`src/rtl/evcnt_pkg.sv`:
```
package evcnt_pkg;

    localparam int NCH_DEF = 8;
    localparam int CW_DEF  = 16;

    localparam logic [7:0] OP_CNT_EN    = 8'h28;
    localparam logic [7:0] OP_RELOAD    = 8'h29;
    localparam logic [7:0] OP_OVF_EN    = 8'h2A;
    localparam logic [7:0] OP_MAT_EN    = 8'h2B;
    localparam logic [7:0] OP_EDGE      = 8'h2C;
    localparam logic [7:0] OP_RD_CNT    = 8'h2F;
    localparam logic [7:0] OP_RD_IRQ    = 8'h60;
    localparam logic [7:0] OP_RD_STAT   = 8'h62;
    localparam logic [7:0] OP_RSTV_BASE = 8'h40;
    localparam logic [7:0] OP_MATV_BASE = 8'h48;

    // interrupt-flag word bit positions
    localparam int IRQ_MATCH = 0;
    localparam int IRQ_COS   = 1;
    localparam int IRQ_OVF   = 2;

    typedef enum logic [1:0] {
        RD_NONE = 2'd0,
        RD_CNT  = 2'd1,
        RD_IRQ  = 2'd2,
        RD_STAT = 2'd3
    } rd_kind_e;

    typedef struct packed {
        logic cnt_en;
        logic ovf_en;
        logic mat_en;
    } chan_ctl_t;

    function automatic logic [7:0] op_at(input logic [7:0] base, input int idx);
        return 8'(int'(base) + idx);
    endfunction

endpackage

```
`src/rtl/evcnt_edge.sv`:
```
module evcnt_edge #(
    parameter int N = 8
) (
    input  logic         clk,
    input  logic         rst,
    input  logic [N-1:0] din,
    input  logic [N-1:0] fall_sel,
    output logic [N-1:0] ev
);
    logic [N-1:0] s1, s2, prev;

    always_ff @(posedge clk) begin
        if (rst) begin
            s1   <= '0;
            s2   <= '0;
            prev <= '0;
        end else begin
            s1   <= din;
            s2   <= s1;
            prev <= s2;
        end
    end

    for (genvar i = 0; i < N; i++) begin : g_det
        assign ev[i] = fall_sel[i] ? (prev[i] & ~s2[i]) : (s2[i] & ~prev[i]);
    end
endmodule

```
`src/rtl/evcnt_cmd_dec.sv`:
```
module evcnt_cmd_dec
    import evcnt_pkg::*;
#(
    parameter int NCH = 8
) (
    input  logic           clk,
    input  logic           rst,
    input  logic           cmd_valid,
    input  logic [7:0]     cmd_code,
    input  logic [15:0]    cmd_param,
    output logic [NCH-1:0] en_mask,
    output logic [NCH-1:0] ovf_mask,
    output logic [NCH-1:0] mat_mask,
    output logic [NCH-1:0] fall_mask,
    output logic [NCH-1:0] reload_mask,
    output logic [NCH-1:0] wr_rstv,
    output logic [NCH-1:0] wr_matv,
    output rd_kind_e       rd_kind
);
    logic [NCH-1:0] pmask;
    assign pmask = cmd_param[NCH-1:0];

    always_ff @(posedge clk) begin
        if (rst) begin
            en_mask   <= '0;
            ovf_mask  <= '0;
            mat_mask  <= '0;
            fall_mask <= '0;
        end else if (cmd_valid) begin
            case (cmd_code)
                OP_CNT_EN: en_mask   <= pmask;
                OP_OVF_EN: ovf_mask  <= pmask;
                OP_MAT_EN: mat_mask  <= pmask;
                OP_EDGE:   fall_mask <= pmask;
                default: ;
            endcase
        end
    end

    assign reload_mask = (cmd_valid && cmd_code == OP_RELOAD) ? pmask : '0;

    for (genvar i = 0; i < NCH; i++) begin : g_wr
        assign wr_rstv[i] = cmd_valid && (cmd_code == op_at(OP_RSTV_BASE, i));
        assign wr_matv[i] = cmd_valid && (cmd_code == op_at(OP_MATV_BASE, i));
    end

    always_comb begin
        rd_kind = RD_NONE;
        if (cmd_valid) begin
            case (cmd_code)
                OP_RD_CNT:  rd_kind = RD_CNT;
                OP_RD_IRQ:  rd_kind = RD_IRQ;
                OP_RD_STAT: rd_kind = RD_STAT;
                default:    rd_kind = RD_NONE;
            endcase
        end
    end
endmodule

```
`src/rtl/evcnt_chan.sv`:
```
module evcnt_chan
    import evcnt_pkg::*;
#(
    parameter int CW = 16
) (
    input  logic          clk,
    input  logic          rst,
    input  logic          step_ev,
    input  chan_ctl_t     ctl,
    input  logic          reload,
    input  logic          wr_rstv,
    input  logic          wr_matv,
    input  logic [CW-1:0] wdata,
    input  logic          clr_flags,
    output logic [CW-1:0] cnt,
    output logic          ovf_flag,
    output logic          mat_flag
);
    localparam logic [CW-1:0] MAT_INIT = {1'b1, {(CW-1){1'b0}}};

    logic [CW-1:0] rst_val, mat_val, nxt;
    logic step, at_top, ovf_set, mat_set;

    assign step    = step_ev & ctl.cnt_en & ~reload;
    assign at_top  = (cnt == '1);
    assign nxt     = at_top ? rst_val : cnt + 1'b1;
    assign ovf_set = step & at_top & ctl.ovf_en;
    assign mat_set = step & (nxt == mat_val) & ctl.mat_en;

    always_ff @(posedge clk) begin
        if (rst) begin
            cnt      <= '0;
            rst_val  <= '0;
            mat_val  <= MAT_INIT;
            ovf_flag <= 1'b0;
            mat_flag <= 1'b0;
        end else begin
            if (wr_rstv) rst_val <= wdata;
            if (wr_matv) mat_val <= wdata;
            if (reload)    cnt <= rst_val;
            else if (step) cnt <= nxt;
            ovf_flag <= (ovf_flag & ~clr_flags) | ovf_set;
            mat_flag <= (mat_flag & ~clr_flags) | mat_set;
        end
    end
endmodule

```
`src/rtl/evcnt_bank.sv`:
```
module evcnt_bank
    import evcnt_pkg::*;
#(
    parameter int NCH = NCH_DEF,
    parameter int CW  = CW_DEF
) (
    input  logic           clk,
    input  logic           rst,
    input  logic           cmd_valid,
    input  logic [7:0]     cmd_code,
    input  logic [15:0]    cmd_param,
    input  logic [NCH-1:0] ev_in,
    output logic           rsp_valid,
    output logic [CW-1:0]  rsp_data,
    output logic [2:0]     irq_flags
);
    localparam int SELW = (NCH > 1) ? $clog2(NCH) : 1;

    logic [NCH-1:0] en_mask, ovf_mask, mat_mask, fall_mask;
    logic [NCH-1:0] reload_mask, wr_rstv, wr_matv;
    logic [NCH-1:0] ev_vec, ovf_flags, mat_flags;
    logic [CW-1:0]  cnt_arr [NCH];
    logic [NCH*CW-1:0] cnt_flat;
    rd_kind_e       rd_kind;
    logic           clr_flags;
    logic [SELW-1:0] sel;

    evcnt_cmd_dec #(.NCH(NCH)) dec_i (
        .clk(clk), .rst(rst), .cmd_valid(cmd_valid), .cmd_code(cmd_code),
        .cmd_param(cmd_param), .en_mask(en_mask), .ovf_mask(ovf_mask),
        .mat_mask(mat_mask), .fall_mask(fall_mask), .reload_mask(reload_mask),
        .wr_rstv(wr_rstv), .wr_matv(wr_matv), .rd_kind(rd_kind)
    );

    evcnt_edge #(.N(NCH)) edge_i (
        .clk(clk), .rst(rst), .din(ev_in), .fall_sel(fall_mask), .ev(ev_vec)
    );

    assign clr_flags = (rd_kind == RD_STAT);

    for (genvar i = 0; i < NCH; i++) begin : g_ch
        chan_ctl_t ctl;
        assign ctl = '{cnt_en: en_mask[i], ovf_en: ovf_mask[i], mat_en: mat_mask[i]};
        evcnt_chan #(.CW(CW)) ch_i (
            .clk(clk), .rst(rst), .step_ev(ev_vec[i]), .ctl(ctl),
            .reload(reload_mask[i]), .wr_rstv(wr_rstv[i]), .wr_matv(wr_matv[i]),
            .wdata(cmd_param[CW-1:0]), .clr_flags(clr_flags),
            .cnt(cnt_arr[i]), .ovf_flag(ovf_flags[i]), .mat_flag(mat_flags[i])
        );
        assign cnt_flat[i*CW +: CW] = cnt_arr[i];
    end

    always_comb begin
        irq_flags            = '0;
        irq_flags[IRQ_MATCH] = |mat_flags;
        irq_flags[IRQ_COS]   = 1'b0;
        irq_flags[IRQ_OVF]   = |ovf_flags;
    end

    assign sel = cmd_param[SELW-1:0];

    always_ff @(posedge clk) begin
        if (rst) begin
            rsp_valid <= 1'b0;
            rsp_data  <= '0;
        end else begin
            rsp_valid <= (rd_kind != RD_NONE);
            case (rd_kind)
                RD_CNT:  rsp_data <= cnt_arr[sel];
                RD_IRQ:  rsp_data <= CW'(irq_flags);
                RD_STAT: rsp_data <= CW'({ovf_flags, mat_flags});
                default: ;
            endcase
        end
    end
endmodule

```
`config.mk`:
```
export PLATFORM = sky130hd
export DESIGN_NAME = evcnt_bank
export DESIGN_NICKNAME = d
export VERILOG_FILES = /design/src/rtl/evcnt_pkg.sv /design/src/rtl/evcnt_edge.sv /design/src/rtl/evcnt_cmd_dec.sv /design/src/rtl/evcnt_chan.sv /design/src/rtl/evcnt_bank.sv
export SDC_FILE = /design/constraint.sdc
export NUM_CORES = 1
export LEC_CHECK = 0
export BUFFER_PORTS_ARGS = -buffer_cell sky130_fd_sc_hd__buf_2
export CORE_MARGIN = 1
export CORE_UTILIZATION = 30
export CTS_CLUSTER_SIZE = 10
export DETAILED_ROUTE_END_ITERATION = 10
export PLACE_DENSITY = 0.46
export SYNTH_ARGS = -nofsm -noshare
export SYNTH_HDL_FRONTEND = slang
export SYNTH_SLANG_ARGS = --single-unit
```
`constraint.sdc`:
```
create_clock -name clk -period 4.77 [get_ports clk]
set_clock_uncertainty 0.2 [all_clocks]
set_input_delay 0.954 -clock clk [delete_from_list [all_inputs] [get_ports clk]]
set_output_delay 0.954 -clock clk [all_outputs]
set_load 0.01 [all_outputs]
```
======== Yosys cells after proc, flatten, opt, wreduce, memory -nomap -nowiden ========
Index checks and enable logic that the tools add are counted.
storage, ports and cells
  bits of input ports ..................... 35
  word-level logic and storage cells ...... 295
  output and inout bits ................... 20
  register bits after elaboration ......... 473
cells by class
  $add $sub $neg .......................... 8
  equality and inequality tests ........... 43
  order comparisons ....................... 1
  reduce and logical (&&, ||, !) cells .... 33
  mux-type cells .......................... 39
  bitwise gates (word level) .............. 122
operators with widths
  cell                                                      number
  two-way mux 16 bit                                        26
  equality test 8 x 7 -> 1 bit, second input constant       18
  adder 16 x 1 -> 16 bit, second input constant             8
  equality test 16 bit                                      8
  equality test 16 bit, second input constant               8
  AND 1 bit                                                 80
  binary-select mux 16 bit (select 3 bit)                   1
  equality test 8 x 6 -> 1 bit, second input constant       6
  one-hot mux 16 bit (3 select lines)                       1
  inverter 1 bit                                            25
  nonzero test 2 bit                                        9
  logical AND 1 bit                                         17
  OR 1 bit                                                  16
  OR reduction 8 bit                                        2
  two-way mux 1 bit                                         8
  two-way mux 8 bit                                         1
  AND reduction 2 bit                                       4
  one-hot mux 2 bit (3 select lines)                        1
  equality test 2 bit, second input constant                2
  greater-or-equal comparator 4 bit, second input constant  1
  inverter 3 -> 4 bit                                       1
  nonzero test 3 bit                                        1
  equality test 2 x 1 -> 1 bit, second input constant       1
  two-way mux 2 bit                                         1

======== Longest topological paths before layout ========
  depth in word-level cells ............... 8
  mapped depth ............................ 12
  depth with buffers taken out ............ 9

======== Cells and area by module ========
A second synthesis with hierarchy kept.
second synthesis, totals
  cells, all modules ...................... 3187
  area, all modules ....................... 27112.3 um^2
by module, submodules not included
  module                          instances  cells each  sequential area each (um^2)  area each (um^2)
  evcnt_chan at g_ch[0].ch_i ...  5          348         1001.0                       2845.2
  evcnt_chan at g_ch[5].ch_i ...  3          345         1001.0                       2922.8
  evcnt_bank                      1          180         340.3                        1747.9
  evcnt_cmd_dec                   1          158         640.6                        1546.5
  evcnt_edge                      1          74          480.5                        823.3

======== Least setup slack after synthesis ========
No wires, ideal clock.
  path kind ............................... input-to-reg
  start point ............................. in cmd_param[0]
  end point ............................... reg rsp_data[10]
  stages .................................. 7
  buffers on the path ..................... 2
  setup slack ............................. 1.766 ns
  required time ........................... 4.442 ns
  arrival time ............................ 2.677 ns
  library setup time ...................... 0.128 ns
  path through ............................ buf_2 buf_1 mux4_2 mux2i_1 a211oi_1 a21oi_1 nor2_1
on the way
  word-level cells in the longest chain between the ends .. 5
RTL lines
  what                                                    line              source
  from (decl)                                             evcnt_bank.sv:11  input logic [15:0] cmd_param,
  inverter 3 -> 4 bit (not written as such)               evcnt_bank.sv:69  RD_CNT: rsp_data <= cnt_arr[sel];
  binary-select mux 16 bit (select 3 bit)                 evcnt_bank.sv:69
  two-way mux 16 bit (not written as such) (2 in series)  evcnt_bank.sv:69
  one-hot mux 16 bit (3 select lines)                     evcnt_bank.sv:68  case (rd_kind)
  to (signal assigned)                                    evcnt_bank.sv:69
  to (signal assigned)                                    evcnt_bank.sv:70  RD_IRQ: rsp_data <= CW'(irq_flags);
  to (signal assigned)                                    evcnt_bank.sv:71  RD_STAT: rsp_data <= CW'({ovf_flags, mat_flags});
  to (decl)                                               evcnt_bank.sv:14  output logic [CW-1:0] rsp_data,
No other way between the ends. The select of a mux whose other input is x is not followed.
A chain may end at the register's enable or synchronous reset.

======== Final worst setup path ========
  start point ............................. reg g_ch[2].ch_i.cnt[0]
  end point ............................... reg g_ch[2].ch_i.mat_flag
on the way
  word-level cells in the longest chain between the ends .. 6
  elaborated cells on any way between the ends .. 7
  those cells by class .................... add/sub (1); eq/ne (2); mux (1); bitwise (3)
RTL lines
  what                                                                   line                                source
  from (decl)                                                            evcnt_chan.sv:15                    output logic [CW-1:0] cnt,
  from (signal assigned)                                                 evcnt_chan.sv:40                    if (reload) cnt <= rst_val;
  from (signal assigned)                                                 evcnt_chan.sv:41                    else if (step) cnt <= nxt;
  adder 16 x 1 -> 16 bit / equality test 16 bit (equally long branches)  evcnt_chan.sv:26, evcnt_chan.sv:25
  two-way mux 16 bit *                                                   evcnt_chan.sv:26                    assign nxt = at_top ? rst_val : cnt + 1'b1;
  equality test 16 bit *                                                 evcnt_chan.sv:28                    assign mat_set = step & (nxt == mat_val) & ctl.mat_en;
  AND 1 bit * (2 in series)                                              evcnt_chan.sv:28
  OR 1 bit *                                                             evcnt_chan.sv:43                    mat_flag <= (mat_flag & ~clr_flags) | mat_set;
  to (signal assigned)                                                   evcnt_chan.sv:43
  to (decl)                                                              evcnt_chan.sv:17                    output logic mat_flag
Every way passes the cells marked *; elsewhere a longest branch is shown, timed or not.

==> flow_results.org <==
** Synthesis
- Async S/R FF share, synth :: 0
- Post-Syn Nets :: between 3,000 and 4,000
- A synthesized cell averages 7.476 um^2.
- Counting flops with a built-in enable in the synthesized netlist gives 0.
- Flops & latches, synth :: about 470
- The cell area that synthesis handed to floorplanning was 24,910 um^2.
- By instance count, the leading cell after synthesis is nand2_1.
- Number of library cell types mapped by synthesis :: 71
- For this run, the register share of the synthesized area comes to 0.3801.
- Synthesized instance count :: approximately 3,300
- Among all flip-flop cells after synthesis, the most frequent one is dfxtp_1.
- List of most frequent post-synthesis cells :: 802 x nand2_1, 473 x dfxtp_1, 439 x a21oi_1
- Largest cells by area after synthesis :: dfxtp_1 38%, nand2_1 12%, a21oi_1 8.8%
- dfxtp_1 takes more of the synthesized area than any other cell.
- YS warnings :: 0
- Share of Yosys cell area claimed by the top area cell type :: 0.3801

** Timing
- Measured against its own limit, the worst slew margin works out to 0.1940.
- Setup slack on the critical path of the routed design comes to between 1 and 1.5 ns.
- The number of hold violations in the final report came to 0.
- Based on the critical path, the design can be clocked at up to 265.6 MHz.
- Of the available clock period, the critical path in the final layout requires 0.7892.
- Count of pins over their slew limit :: 0
- Tightest Pin Transition :: 1.198 ns
- Unrepaired setup endpoints after global routing :: no
- TNS Setup :: 0 ns
- Hold timing on the final database bottoms out at a slack of between 0.2 and 0.25 ns.
- Final critical-path required period :: 3.765 ns
- Setup violations remaining at the end of the flow were counted as 0.

** Run status
- Result of the run :: complete, no violations

** Setup path
- The critical path in this run is classified as reg2reg.
- Start of the worst register-to-register path :: g_ch[2].ch_i.cnt[0]
- Nature of the critical path endpoint :: flip-flop
- Critical path origin :: g_ch[2].ch_i.cnt[0]
- STA puts the critical path data arrival time at approximately 4.1 ns.
- WP data required :: 5.15 ns
- Crit-path max FO :: 8
- Sort of element at the start of the critical path :: flip-flop

** Placement
- Prior to clock tree synthesis, the placed netlist has a worst setup slack of roughly 0.96 ns.
- The congestion estimate from routability-driven global placement came to around 0.96.
- Detailed placement ended at an HPWL of between 60,000 and 70,000 um.
- Count of buffers inserted at the top-level ports :: 53

** Clock network
- Maximum root-to-sink buffer count :: 3
- Number of buffers added by the clock tree synthesis step :: 58
- TritonCTS built the clock tree.
- For this design, the CTS-stage hold fixing added 0 buffers.
- # clock sinks :: 473
- Post-CTS setup buffers :: 0
- Latest clock arrival within the worst-skew pair :: 0.65 ns
- The cell sitting at the root of the clock tree is a clkbuf_16.
- After clock tree synthesis, the repair step resized 0 gates.
- Clock slew at reported path FFs :: 0.06 ns
- The H-tree was split into 2 levels.

** Drt
- After detailed routing, the number of remaining DRC violations is 0.
- First-pass detailed-route iteration total :: 8
- In the final routed layout, each cell accounts on average for 22.82 um.
- The detailed router finished its first iteration with 2,172 violations.
- Via-per-instance ratio :: 5.423
- The detailed router placed 23,710 vias in this run.
- Wires add up to 99,760 um.
- The count of nets left with antenna violations once routing finished came out at 0.

** Die
- 55 I/O pins were placed.
- The die covers 84,190 um^2.
- The region available for standard cell placement spans 82,110 um^2.
- Starting Density :: 0.3034
- The die is 290.2 um wide.
- Measured along the y axis, the die boundary spans slightly below 300 um.
- Core Rows :: 105

** GRT
- For this run the aggregate overflow at the end of global routing stands at 0.
- GRT Resource Usage Total :: 0.2309
- Number of antenna violations at the first check in global routing :: 7
- Vias in the first global route :: around 22,000
- Entering global routing, the biggest net connects 130 pins.
- First-pass GRT wire length :: 148,400 um

** Worst hold path
- Hold_sp :: edge_i.s1[2]
- The min-delay analysis places its worst path in the category reg2reg.

** Pwr
- For this design the static power due to leakage is ~0.0094 uW.
- For this design the ratio of total power to cell area is approximately 310 nW/um^2.
- The completed layout was analyzed and its total power is 8675 uW.
- IR analysis of the VDD net gives a maximum drop of 0.2523 mV.

** Finish
- Share of layout cells above drive strength 1 :: 0.08124
- Area overhead of the layout relative to synthesis :: 12.43%
- Number of nets in the finished design :: approximately 3,300

** Run
- The tool flagged a number of max-cap violations equal to 0.
## through the flow
stage | area [um^2] | utilization | instances
2_1_floorplan | 24910 | - | 3332
3_5_place_dp | 26140 | 0.3184 | 4277
3_3_place_gp | 26140 | 0.3184 | 4277
6_report | 28010 | 0.3411 | 4371
4_1_cts | 28000 | 0.3410 | 4369
5_1_grt | 28000 | 0.3410 | 4369
## cell type report
cell class	instances	area, um^2
timing repair buffer	121	800.8
clock inverter	7	157.7
tap	1070	1339
antenna	2	5.005
clock buffer	85	1703
fill	8700	54100
sequential	473	9469
multi-input combinational	2586	14430
inverter	27	101.3
## worst max-delay path, stage by stage (launching register included)
cell,delay [ns]
dfxtp_1,0.51
ha_1,0.27
nand3_1,0.32
or4_1,0.80
mux2i_2,0.33
xnor2_1,0.10
nor4_1,0.33
nand4_1,0.20
nor4_1,0.45
a22o_1,0.20
## where the power goes
group          leakage [uW]  switching [uW]  internal (uW)
combinational       0.00469             237           57.8
sequential          0.00381            9.07           3960
clock              0.000908            1810           2600
total               0.00941            2050           6620
## cells by family (layout without fill, tap and decap cells)
group                    after synthesis  in the layout  share of synthesized area
flip-flops                           473            473                     0.3801
multiplexers                         111            111                    0.06128
adder cells (fa/ha/maj)                8              8                   0.004018
buffers and inverters                273            240                    0.04350
AO/OA/AOI/OAI                        787            787                     0.1816
XOR/XNOR                             192            192                    0.06751
AND/OR/NAND/NOR                     1487           1487                     0.2618
other                                  1              3                  0.0001505
## layout by cell type (no fill, tap or decap), types with 16 or more instances in the layout
cell type and n:
nand2_1 802, dfxtp_1 473, a21oi_1 438, nor2_1 280
o21ai_0 114, nand3_1 109, xnor2_1 106, xor2_1 86
mux2i_1 71, buf_4 68, a211oi_1 64, nor3_1 58
clkbuf_16 58, nand4_1 56, buf_2 51, o211ai_1 40
nor4_1 34, nor2b_1 32, mux4_2 32, and3_1 29
inv_1 27, o22ai_1 21, and4_1 17, a31oi_1 16
## sequential cells by signal, summed over array words and instances (netlist names)
signal	count
dec_i.en_mask	8
g_ch.ch_i.mat_val	128
g_ch.ch_i.cnt	128
rsp_valid	1
edge_i.s1	8
dec_i.mat_mask	8
edge_i.prev	8
edge_i.s2	8
g_ch.ch_i.rst_val	128
dec_i.fall_mask	8
g_ch.ch_i.ovf_flag	8
rsp_data	16
g_ch.ch_i.mat_flag	8
dec_i.ovf_mask	8
## final timing paths
| kind | end | slack [ns] | depth (start not counted) |
|---|---|---|---|
| setup reg to reg | g_ch[2].ch_i.mat_flag | 1.01 | 9 |
| hold / removal | edge_i.s2[2] | 0.24 | 1 |
| hold reg to reg | edge_i.s2[2] | 0.24 | 1 |
| setup / recovery | g_ch[2].ch_i.mat_flag | 1.01 | 9 |
## routing by layer
layer  vias to the layer above  track usage  wire length [um]
li1                      11450            -                 -
met1                     11450       0.3418             48780
met2                       690       0.3525             43160
met3                       114      0.03209              5859
met4                         8      0.04891              1909
met5                         -            0                58
No activity file was read; power rests on OpenSTA's default activity.
